File: config.mk
export PLATFORM = sky130hd
export DESIGN_NAME = mixpix_selector
export DESIGN_NICKNAME = d
export VERILOG_FILES = /design/src/rtl/mixpix_pkg.sv /design/src/rtl/mixpix_classify.sv /design/src/rtl/mixpix_stage.sv /design/src/rtl/mixpix_pack.sv /design/src/rtl/mixpix_selector.sv
export SDC_FILE = /design/constraint.sdc
export NUM_CORES = 1
export LEC_CHECK = 0
export BUFFER_PORTS_ARGS = -buffer_cell sky130_fd_sc_hd__buf_4
export CAP_MARGIN = 20
export CORE_MARGIN = 3
export CORE_UTILIZATION = 47
export CTS_CLUSTER_SIZE = 40
export DETAILED_ROUTE_END_ITERATION = 8
export PLACE_DENSITY = 0.95
export SETUP_SLACK_MARGIN = 0.4
export SYNTH_ARGS = -nofsm -noshare
export SYNTH_HDL_FRONTEND = slang
export SYNTH_SLANG_ARGS = --single-unit
File: constraint.sdc
create_clock -name clk -period 2.8 [get_ports clk]
set_input_delay 0.7 -clock clk [delete_from_list [all_inputs] [get_ports clk]]
set_output_delay 0.7 -clock clk [all_outputs]
set_load 0.01 [all_outputs]
File: src/rtl/mixpix_pkg.sv
package mixpix_pkg;
    localparam int CH_W = 8;

    typedef struct packed {
        logic [CH_W-1:0] red;
        logic [CH_W-1:0] grn;
        logic [CH_W-1:0] blu;
    } rgb_t;

    typedef struct packed {
        logic live;
        logic pick_dir;
        rgb_t dir;
    } slot_t;
endpackage

File: src/rtl/mixpix_classify.sv
module mixpix_classify
    import mixpix_pkg::*;
#(
    parameter logic [CH_W-1:0] TAG_VAL = 8'h03
) (
    input  logic [4*CH_W-1:0] ctrl_word,
    input  logic [4*CH_W-1:0] dir_word,
    output logic              pick_dir,
    output rgb_t              dir_rgb
);
    localparam int WORD_W = 4 * CH_W;

    logic spare_unused;
    assign spare_unused = ^{ctrl_word[WORD_W-CH_W-1:0], dir_word[WORD_W-1 -: CH_W]};

    always_comb begin
        pick_dir    = (ctrl_word[WORD_W-1 -: CH_W] == TAG_VAL);
        dir_rgb.blu = dir_word[3*CH_W-1 -: CH_W];
        dir_rgb.grn = dir_word[2*CH_W-1 -: CH_W];
        dir_rgb.red = dir_word[CH_W-1:0];
    end
endmodule

File: src/rtl/mixpix_stage.sv
module mixpix_stage
    import mixpix_pkg::*;
(
    input  logic  clk,
    input  logic  rst,
    input  logic  adv,
    input  slot_t slot_in,
    output slot_t slot_out
);
    slot_t slot_d, slot_q;

    always_comb begin
        slot_d = slot_q;
        if (adv) begin
            slot_d = slot_in;
        end
    end

    always_ff @(posedge clk) begin
        if (rst) begin
            slot_q <= '0;
        end else begin
            slot_q <= slot_d;
        end
    end

    assign slot_out = slot_q;
endmodule

File: src/rtl/mixpix_pack.sv
module mixpix_pack
    import mixpix_pkg::*;
(
    input  logic              pick_dir,
    input  rgb_t              dir_rgb,
    input  rgb_t              pal_rgb,
    input  logic              bgr,
    output logic [4*CH_W-1:0] pixel
);
    rgb_t chosen;

    always_comb begin
        chosen = pick_dir ? dir_rgb : pal_rgb;
        if (bgr) begin
            pixel = {{CH_W{1'b0}}, chosen.blu, chosen.grn, chosen.red};
        end else begin
            pixel = {{CH_W{1'b0}}, chosen.red, chosen.grn, chosen.blu};
        end
    end
endmodule

File: src/rtl/mixpix_selector.sv
module mixpix_selector
    import mixpix_pkg::*;
#(
    parameter int              PAL_LAT = 2,
    parameter int              IDX_W   = 8,
    parameter logic [CH_W-1:0] TAG_VAL = 8'h03
) (
    input  logic              clk,
    input  logic              rst,
    input  logic              cfg_bgr,
    input  logic              in_valid,
    output logic              in_ready,
    input  logic [IDX_W-1:0]  in_index,
    input  logic [4*CH_W-1:0] in_direct,
    input  logic [4*CH_W-1:0] in_ctrl,
    output logic              pal_en,
    output logic [IDX_W-1:0]  pal_addr,
    input  logic [3*CH_W-1:0] pal_rgb,
    output logic              out_valid,
    input  logic              out_ready,
    output logic [4*CH_W-1:0] out_pixel
);
    localparam int NSLOT = PAL_LAT + 1;

    slot_t chain [NSLOT];
    slot_t head;
    slot_t tail;
    logic  advance;
    logic  head_pick;
    rgb_t  head_rgb;

    mixpix_classify #(.TAG_VAL(TAG_VAL)) u_classify (
        .ctrl_word (in_ctrl),
        .dir_word  (in_direct),
        .pick_dir  (head_pick),
        .dir_rgb   (head_rgb)
    );

    always_comb begin
        head          = '0;
        head.live     = in_valid;
        head.pick_dir = head_pick;
        head.dir      = head_rgb;
    end

    assign chain[0] = head;

    for (genvar k = 0; k < PAL_LAT; k++) begin : g_delay
        mixpix_stage u_stage (
            .clk      (clk),
            .rst      (rst),
            .adv      (advance),
            .slot_in  (chain[k]),
            .slot_out (chain[k+1])
        );
    end

    assign tail     = chain[PAL_LAT];
    assign advance  = !tail.live || out_ready;
    assign in_ready = advance;
    assign pal_en   = advance;
    assign pal_addr = in_index;
    assign out_valid = tail.live;

    mixpix_pack u_pack (
        .pick_dir (tail.pick_dir),
        .dir_rgb  (tail.dir),
        .pal_rgb  (pal_rgb),
        .bgr      (cfg_bgr),
        .pixel    (out_pixel)
    );
endmodule

==> flow_summary.ini, run 1 <==
[cells_and_area]
area_growth_pct = 27.1
drive_above_1_share = 0.344
design_area_mm2 = 0.00312
postLayoutCoreUtil = 0.639
antenna_cells = 0
final_nets = 441
largest_register_ffs = 52

[synth]
synth_seq_area_share = 0.424
syn_inst = 275
ys.warnings.count = 0
syn-mean-instance-area_um2 = 8.93
syn_area_mm2 = 0.00245
yosysUniqueCellTypes = 18
synth-seq-cells = 52

[global_routing]
antenna_found_initial = 0
grt_pass1_vias = 1999
grt_pass1_wl_mm = 8.98
track_usage = 0.182
grt_max_degree = 53
overflow = 0

[routing]
vias = 2056
initialDrtViolationCount = 116
wl_per_cell_um = 13.7
finalWirelength_mm = 5.59
drc_errors = 0
dr.pass1.iters = 4
drt-vias-per-instance = 5.05
ant_nets = 0

[critical_path]
cp-endpoint = out_pixel[23]
slowest_stage = mux4_1
path_max_fanout = 16
critPathTopFamily = multiplexers
crit_path_max_incr_delay_ps = 590
r2r_end = g_delay[1].u_stage.slot_out[17]$_SDFFE_PP0P_
ff2ff_path_depth = 5
r2r_slack_ps = 1360
cp.depth = 3
crit_arrival_ps = 1640
r2r-start = g_delay[1].u_stage.slot_out[25]$_SDFFE_PP0P_
crit_required_ps = 2100
crit_start = cfg_bgr
critPathKind = primary input to output pin
worst_setup_path_end_kind = output pin
path_cells = buf_8 -> mux4_1 -> buf_4
path_buf_inv = 2
worstSetupStartpointType = primary input

[timing]
period_minus_slack_ps = 2340
max-slew-margin-rel = 0.642
fin_tns_setup_ps = 0
slew_viol_final = 0
setup_viol = 0
clock.fmax_mhz = 428
finalClockSkew_ps = 5.88
min_period_over_period = 0.834
grt_setup_unrepaired = no
tightest_slew_ps = 537
finalHoldViolCount = 0

[min_path]
hold_class = register to register
min_path_cells = 2

[floorplanning]
initial_utilization = 0.503
die_h_um = 78.3
core_area_mm2 = 0.00488
placementRows = 25
die_x_um = 78.3
dieArea_mm2 = 0.00613
io_pins = 144

[cts]
holdBufCountCts = 0
cts_buffers = 5
cts.sinks = 52
cts_root_buf = clkbuf_8
cts_max_path_buffers = 2
clkSlewWorstSetupHoldPaths_ps = 80
insertion_delay_ps = 300
cts_tree = done
htree_levels = 2

[outcome]
status = finished, final reports clean

[place]
place.gp.congestion = 0.733
placed_area_mm2 = 0.00298
place_hpwl_mm = 4.09
io_buffers = 87

[run]
max_cap_viol_count = 0

[pwr]
p_per_area_mw_per_mm2 = 520
power_leakage_nw = 1.33
ir_drop_v = 0.000433
-- Yosys cell counts, drive strengths merged --
master  count  area [um2]
a21oi      51         255
buf        33         241
clkbuf      6        22.5
conb        1        3.75
dfxtp      52        1040
inv         1        3.75
mux2        8        90.1
mux4       16         383
nand2     101         379
nand3       1        5.00
nor2        2        7.51
nor2b       1        6.26
nor4        1        6.26
nor4bb      1        10.0
-- routing by layer --
metal	vias up	wire (um)	track usage	share of wire
li1	1030	-	-	-
met1	962	2160	0.203	0.39
met5	-	0	0	0
met2	54	3070	0.338	0.55
met3	10	264	0.0333	0.047
met4	0	90	0.0717	0.016
-- report_power, final --
group	total (mW)	switching (mW)	internal [mW]
clock	0.577	0.225	0.351
combinational	0.245	0.104	0.141
sequential	0.801	0.0216	0.779
-- cells by family after synthesis --
family | synth area share
AO/OA/AOI/OAI | 0.104
buffers and inverters | 0.109
other | 0.00153
multiplexers | 0.193
flip-flops | 0.424
AND/OR/NAND/NOR | 0.169
-- worst register-to-register path: cells and delay by family (launching register included) --
family | cells | cell delay (ps)
buf+inv | 2 | 620
flops | 1 | 330
simple gates | 2 | 270
compound gates | 1 | 170
-- timing repair --
action | 4_1_cts | 5_1_grt
buffers inserted | 0 | 0
resized for setup | 1 | 1
hold endpoints to repair | 0 | 0
endpoints found under the setup margin | 7 | 2
-- how the worst min path moves through the flow --
stage,startpoint,end,slack [ps]
floorplan,g_delay[1].u_stage.slot_out[10]$_SDFFE_PP0P_,g_delay[1].u_stage.slot_out[10]$_SDFFE_PP0P_,430
global placement,g_delay[1].u_stage.slot_out[15]$_SDFFE_PP0P_,g_delay[1].u_stage.slot_out[15]$_SDFFE_PP0P_,430
detailed placement,g_delay[0].u_stage.slot_out[8]$_SDFFE_PP0P_,g_delay[0].u_stage.slot_out[8]$_SDFFE_PP0P_,440
CTS,g_delay[0].u_stage.slot_out[8]$_SDFFE_PP0P_,g_delay[0].u_stage.slot_out[8]$_SDFFE_PP0P_,460
global route,g_delay[0].u_stage.slot_out[8]$_SDFFE_PP0P_,g_delay[0].u_stage.slot_out[8]$_SDFFE_PP0P_,470
finish,g_delay[0].u_stage.slot_out[8]$_SDFFE_PP0P_,g_delay[0].u_stage.slot_out[8]$_SDFFE_PP0P_,450
-- layout by cell type (no fill, tap or decap), drive strengths merged --
cell type / netlist / layout
mux2: 8 / 8
nor2: 2 / 2
nand3: 1 / 1
nor4bb: 1 / 1
inv: 1 / 1
mux4: 16 / 16
conb: 1 / 8
nor2b: 1 / 1
a21oi: 51 / 51
nor4: 1 / 1
nand2: 101 / 101
buf: 33 / 90
dfxtp: 52 / 52
clkbuf: 6 / 5
bufinv: 0 / 2
-- layout make-up --
type | count | area, um2
fill | 429 | 1760
multi-input combinational | 190 | 1180
sequential | 52 | 1040
timing repair buffer | 90 | 683
tap | 67 | 83.8
clock buffer | 5 | 68.8
clock inverter | 2 | 60.1
inverter | 1 | 3.75
-- per-stage QoR --
stage / hold WS (ps) / std cells / power, mW / setup slack [ps]
final: 453 / 407 / 1.62 / 464
after CTS: 456 / 407 / 1.64 / 421
after detailed placement: 443 / 400 / 1.06 / 339
after floorplan: 428 / 282 / 0.965 / 617
after global routing: 473 / 407 / 1.69 / 411
after global placement: 434 / 400 / 1.05 / 358
No activity file was read; power rests on OpenSTA's default activity.
==> run 2, diff against run 1 <==
--- a/config.mk
+++ b/config.mk
@@ -8,10 +8,10 @@
 export BUFFER_PORTS_ARGS = -buffer_cell sky130_fd_sc_hd__buf_4
 export CAP_MARGIN = 20
 export CORE_MARGIN = 3
-export CORE_UTILIZATION = 47
+export CORE_UTILIZATION = 39
 export CTS_CLUSTER_SIZE = 40
 export DETAILED_ROUTE_END_ITERATION = 8
-export PLACE_DENSITY = 0.95
+export PLACE_DENSITY = 0.86
 export SETUP_SLACK_MARGIN = 0.4
 export SYNTH_ARGS = -nofsm -noshare
 export SYNTH_HDL_FRONTEND = slang
==> constraint.sdc (replaced) <==
create_clock -name clk -period 2.1 [get_ports clk]
set_input_delay 0.525 -clock clk [delete_from_list [all_inputs] [get_ports clk]]
set_output_delay 0.525 -clock clk [all_outputs]
set_load 0.01 [all_outputs]
==> run 2 against run 1 <==
Largest power group unchanged; critical endpoint is now out_pixel[5]; non-clock buffer count increased by 5; cell area up 4.2%; critical path type is now register to output pin; flip-flop and latch count unchanged.
==> flow_summary.ini, run 2 (synthesis gave the netlist of run 1 again) <==
[critical_path]
critPathKind = register to output pin
slowest_stage = dfxtp_4
r2r_slack_ps = 760
path_cells = buf_12 -> buf_16 -> mux4_2 -> buf_6
critPathTopFamily = buffers and inverters
worstSetupStartpointType = register
crit_path_max_incr_delay_ps = 370
crit_required_ps = 1570
worst_setup_path_end_kind = output pin
path_max_fanout = 6
crit_arrival_ps = 1360
path_buf_inv = 3

[timing]
finalClockSkew_ps = 4.98
fin_hold_ws_ps = 452
slew_viol_final = 0
clock.fmax_mhz = 531
finalHoldViolCount = 0
period_minus_slack_ps = 1880
tightest_slew_ps = 515
min_period_over_period = 0.897
setup_ws_ps = 216
grt_setup_unrepaired = yes
max-slew-margin-rel = 0.657
setup_viol = 0

[global_routing]
antenna_found_initial = 0
track_usage = 0.163
grt_max_degree = 53
grt_pass1_wl_mm = 9.65
overflow = 0
grt_pass1_vias = 2115

[routing]
drc_errors = 0
drt-vias-per-instance = 5.06
initialDrtViolationCount = 115
finalWirelength_mm = 5.94
ant_nets = 0
wl_per_cell_um = 14.1
dr.pass1.iters = 4
vias = 2130

[cells_and_area]
postLayoutCoreUtil = 0.543
area_growth_pct = 32.5
drive_above_1_share = 0.376
final_common_cell = nand2_1
antenna_cells = 0
instances_no_fill = 421
final_nets = 446
seq_area_mm2 = 0.00104
fill_cells = 559
final_cell_mix = nand2_1, buf_4, a21oi_1, dfxtp_1, mux4_2
multiInputGateArea_mm2 = 0.00116
largest_register_ffs = 52

[cts]
cts_buffers = 5
cts.sinks = 52
cts_tree = done
cts_root_buf = clkbuf_8
holdBufCountCts = 0
insertion_delay_ps = 300
cts_max_path_buffers = 2
htree_levels = 2
clkSlewWorstSetupHoldPaths_ps = 80

[floorplanning]
io_pins = 144
dieArea_mm2 = 0.00728
placementRows = 28
die_x_um = 85.3
initial_utilization = 0.410
die_h_um = 85.3
core_area_mm2 = 0.00599

[pwr]
ir_drop_v = 0.000415
p_switching_mw = 0.482
power_leakage_nw = 1.37
p_int_mw = 1.51
netSwitchingFraction = 0.242
power_frac_seq = 0.536
p_comb_frac = 0.176
p_per_area_mw_per_mm2 = 612
power_mw = 1.99
pwr-share-clk = 0.288

[outcome]
status = finished, final reports clean

[place]
dp_slack_ps = -13.4
place_hpwl_mm = 4.11
place.gp.congestion = 0.768
io_buffers = 87
dp.cells = 408

[min_path]
hold_class = register to register

[run]
max_cap_viol_count = 0
run 2: changes by cell type in the layout (fill, tap and decap cells not counted), sizes merged:
cell / change
buf: +5
clkbuf: +1
bufinv: -2
clkinv: +2
run 2: worst min-delay path, stage by stage, from the launching register on:
cell and delay, ps:
dfxtp_1 320, nand2_1 50, a21oi_1 50
run 2: path summary, 6_finish.rpt:
| check | start | endpoint | depth (start not counted) |
|---|---|---|---|
| max | g_delay[1].u_stage.slot_out[24]$_SDFFE_PP0P_ | out_pixel[5] | 4 |
| min | g_delay[0].u_stage.slot_out[20]$_SDFFE_PP0P_ | g_delay[0].u_stage.slot_out[20]$_SDFFE_PP0P_ | 2 |
| max reg2reg | g_delay[1].u_stage.slot_out[25]$_SDFFE_PP0P_ | g_delay[0].u_stage.slot_out[17]$_SDFFE_PP0P_ | 5 |
| min reg2reg | g_delay[0].u_stage.slot_out[20]$_SDFFE_PP0P_ | g_delay[0].u_stage.slot_out[20]$_SDFFE_PP0P_ | 2 |
run 2: power by group through the flow:
stage	logic [mW]	clock network (mW)	registers [mW]
5_1_grt	0.382	0.621	1.07
6_report	0.350	0.572	1.07
3_3_place_gp	0.318	0	1.09
3_5_place_dp	0.327	0	1.09
2_1_floorplan	0.206	0	1.08
4_1_cts	0.350	0.593	1.07
run 2: stage by stage:
stage	cell area, um2	setup TNS [ps]
floorplan	2490	0
global placement	3010	0
detailed placement	3010	-13.4
CTS	3240	0
global route	3250	0
finish	3250	0
run 2: timing repair:
item,4_1_cts,5_1_grt
cloned,3,0
resized for setup,23,3
buffers inserted,2,0
pin swaps,0,0
setup endpoints to repair,24,24
run 2: layout make-up:
| cell class | instances | share of cell area |
|---|---|---|
| Multi-Input combinational cell | 190 | 0.356 |
| Sequential cell | 52 | 0.321 |
| Timing Repair Buffer | 95 | 0.264 |
| Tap cell | 75 | 0.0289 |
| Clock buffer | 6 | 0.0254 |
| Clock inverter | 2 | 0.00308 |
| Inverter | 1 | 0.00115 |
run 2: routing by layer:
| layer | GRT usage | routed length [um] | up-vias |
|---|---|---|---|
| li1 | - | - | 1040 |
| met4 | 0.0777 | 199 | 0 |
| met3 | 0.0243 | 307 | 17 |
| met2 | 0.293 | 3160 | 68 |
| met5 | 0 | 0 | - |
| met1 | 0.189 | 2270 | 1005 |
==> run 3, diff against run 2 <==
--- a/config.mk
+++ b/config.mk
@@ -11,7 +11,7 @@
 export CORE_UTILIZATION = 39
 export CTS_CLUSTER_SIZE = 40
 export DETAILED_ROUTE_END_ITERATION = 8
-export PLACE_DENSITY = 0.86
+export PLACE_DENSITY_LB_ADDON = 0.25
 export SETUP_SLACK_MARGIN = 0.4
 export SYNTH_ARGS = -nofsm -noshare
 export SYNTH_HDL_FRONTEND = slang
==> run 3 against run 2 <==
Global-route usage is 0.61 points lower; combinational power grew 3%; non-clock buffer count grew 1; largest cell class unchanged; count of clock-buffer cells in the layout rose by 1; critical endpoint is now out_pixel[18]; largest power group unchanged; utilization is 0.71 points higher; first-iteration DRC count shrank 37%.
==> flow_summary.ini, run 3 (synthesis gave the netlist of run 1 again) <==
[outcome]
status = finished, final reports clean

[cells_and_area]
largest_register_ffs = 52
final_common_cell = nand2_1
antenna_cells = 0
fill_cells = 574
drive_above_1_share = 0.372
final_cell_mix = nand2_1, buf_4, a21oi_1, dfxtp_1, buf_6
final_nets = 447
area_growth_pct = 34.2
instances_no_fill = 422
postLayoutCoreUtil = 0.550

[floorplanning]
die_h_um = 85.3
dieArea_mm2 = 0.00728
placementRows = 28
core_area_mm2 = 0.00599
die_x_um = 85.3
io_pins = 144
initial_utilization = 0.410

[routing]
drc_errors = 0
dr.pass1.iters = 4
vias = 2037
drt-vias-per-instance = 4.83
initialDrtViolationCount = 73
wl_per_cell_um = 13.9
finalWirelength_mm = 5.85
ant_nets = 0

[timing]
fin_tns_setup_ps = 0
finalClockSkew_ps = 6.64
setup_viol = 0
min_period_over_period = 0.924
finalHoldViolCount = 0
max-slew-margin-rel = 0.635
period_minus_slack_ps = 1940
slew_viol_final = 0
tightest_slew_ps = 547
clock.fmax_mhz = 516
setup_ws_ps = 160
grt_setup_unrepaired = yes

[critical_path]
crit_arrival_ps = 1410
crit_required_ps = 1570
worstSetupStartpointType = primary input
crit_start = cfg_bgr
worst_setup_path_end_kind = output pin
r2r-start = g_delay[1].u_stage.slot_out[25]$_SDFFE_PP0P_
critPathKind = primary input to output pin
path_max_fanout = 8
ff2ff_path_depth = 5
r2r_slack_ps = 790

[place]
dp_slack_ps = 41.7
dp.cells = 411
place_hpwl_mm = 3.82
io_buffers = 87
place.gp.congestion = 0.736

[global_routing]
use_met3 = 0.0398
grt_pass1_vias = 1939
overflow = 0
met2_usage = 0.265
use_met1 = 0.197
grt_max_degree = 53
track_usage = 0.157
grt-busiest-layer = met2
antenna_found_initial = 0
grt_pass1_wl_mm = 9.18

[pwr]
power_mw = 2.00
ir_drop_v = 0.000313
power_leakage_nw = 1.40
p_switching_mw = 0.479
p_per_area_mw_per_mm2 = 607
p_comb_frac = 0.180
netSwitchingFraction = 0.239
pwr-share-clk = 0.287
p_int_mw = 1.52
power_frac_seq = 0.533

[min_path]
hold_class = register to register
hold_start = g_delay[0].u_stage.slot_out[24]$_SDFFE_PP0P_
min_path_cells = 2

[cts]
cts_tree = done
cts.sinks = 52
insertion_delay_ps = 300
clkSlewWorstSetupHoldPaths_ps = 80
cts_root_buf = clkbuf_8
cts_max_path_buffers = 2
htree_levels = 2
cts_buffers = 5

[run]
max_cap_viol_count = 0
## run 3: cell types whose count changed in the layout (fill, tap and decap cells not counted), moves of 2 or more
| cell | delta |
|---|---|
| buf_16 | -3 |
| buf_4 | -6 |
| buf_6 | +8 |
| clkinv_2 | -2 |
| mux2_2 | -8 |
| mux2_4 | +8 |
## run 3: final timing paths
kind / end
worst max-delay path: out_pixel[18]
worst min-delay path: g_delay[1].u_stage.slot_out[24]$_SDFFE_PP0P_
worst max register to register: g_delay[0].u_stage.slot_out[24]$_SDFFE_PP0P_
worst min register to register: g_delay[1].u_stage.slot_out[24]$_SDFFE_PP0P_
## run 3: metal layers
metal  share of wire  vias to the layer above
li1                -                     1037
met1            0.41                      925
met2            0.51                       67
met3           0.069                        8
met4          0.0091                        0
met5               0                        -
## run 3: repair_timing
item | 4_1_cts | 5_1_grt
buffers inserted | 0 | 1
cloned | 1 | 1
hold buffers | 0 | 0
endpoints found under the setup margin | 24 | 24
resized for setup | 19 | 19
## run 3: critical path, cell delays in order
cell    delay, ps
buf_12        100
buf_12        130
mux4_2        520
buf_6         140
## run 3: through the flow
step,hold slack [ps],instance area [um2]
CTS,452,3210
global route,465,3290
floorplan,428,2490
finish,450,3290
detailed placement,441,3040
global placement,439,3040
## run 3: layout make-up
class | count | area [um2] | area share
multi-input cells | 190 | 1190 | 0.362
flip-flops and latches | 52 | 1040 | 0.317
repair buffers | 96 | 867 | 0.263
well taps | 75 | 93.8 | 0.0285
clock buffers | 7 | 86.3 | 0.0262
clock inverters | 1 | 7.51 | 0.00228
inverters | 1 | 3.75 | 0.00114
## run 3: power groups by stage
| stage | logic, mW | registers, mW | clock network [mW] |
|---|---|---|---|
| after floorplan | 0.206 | 1.08 | 0 |
| after global placement | 0.328 | 1.09 | 0 |
| after detailed placement | 0.333 | 1.09 | 0 |
| after CTS | 0.350 | 1.07 | 0.603 |
| after global routing | 0.394 | 1.07 | 0.645 |
| final | 0.361 | 1.07 | 0.574 |
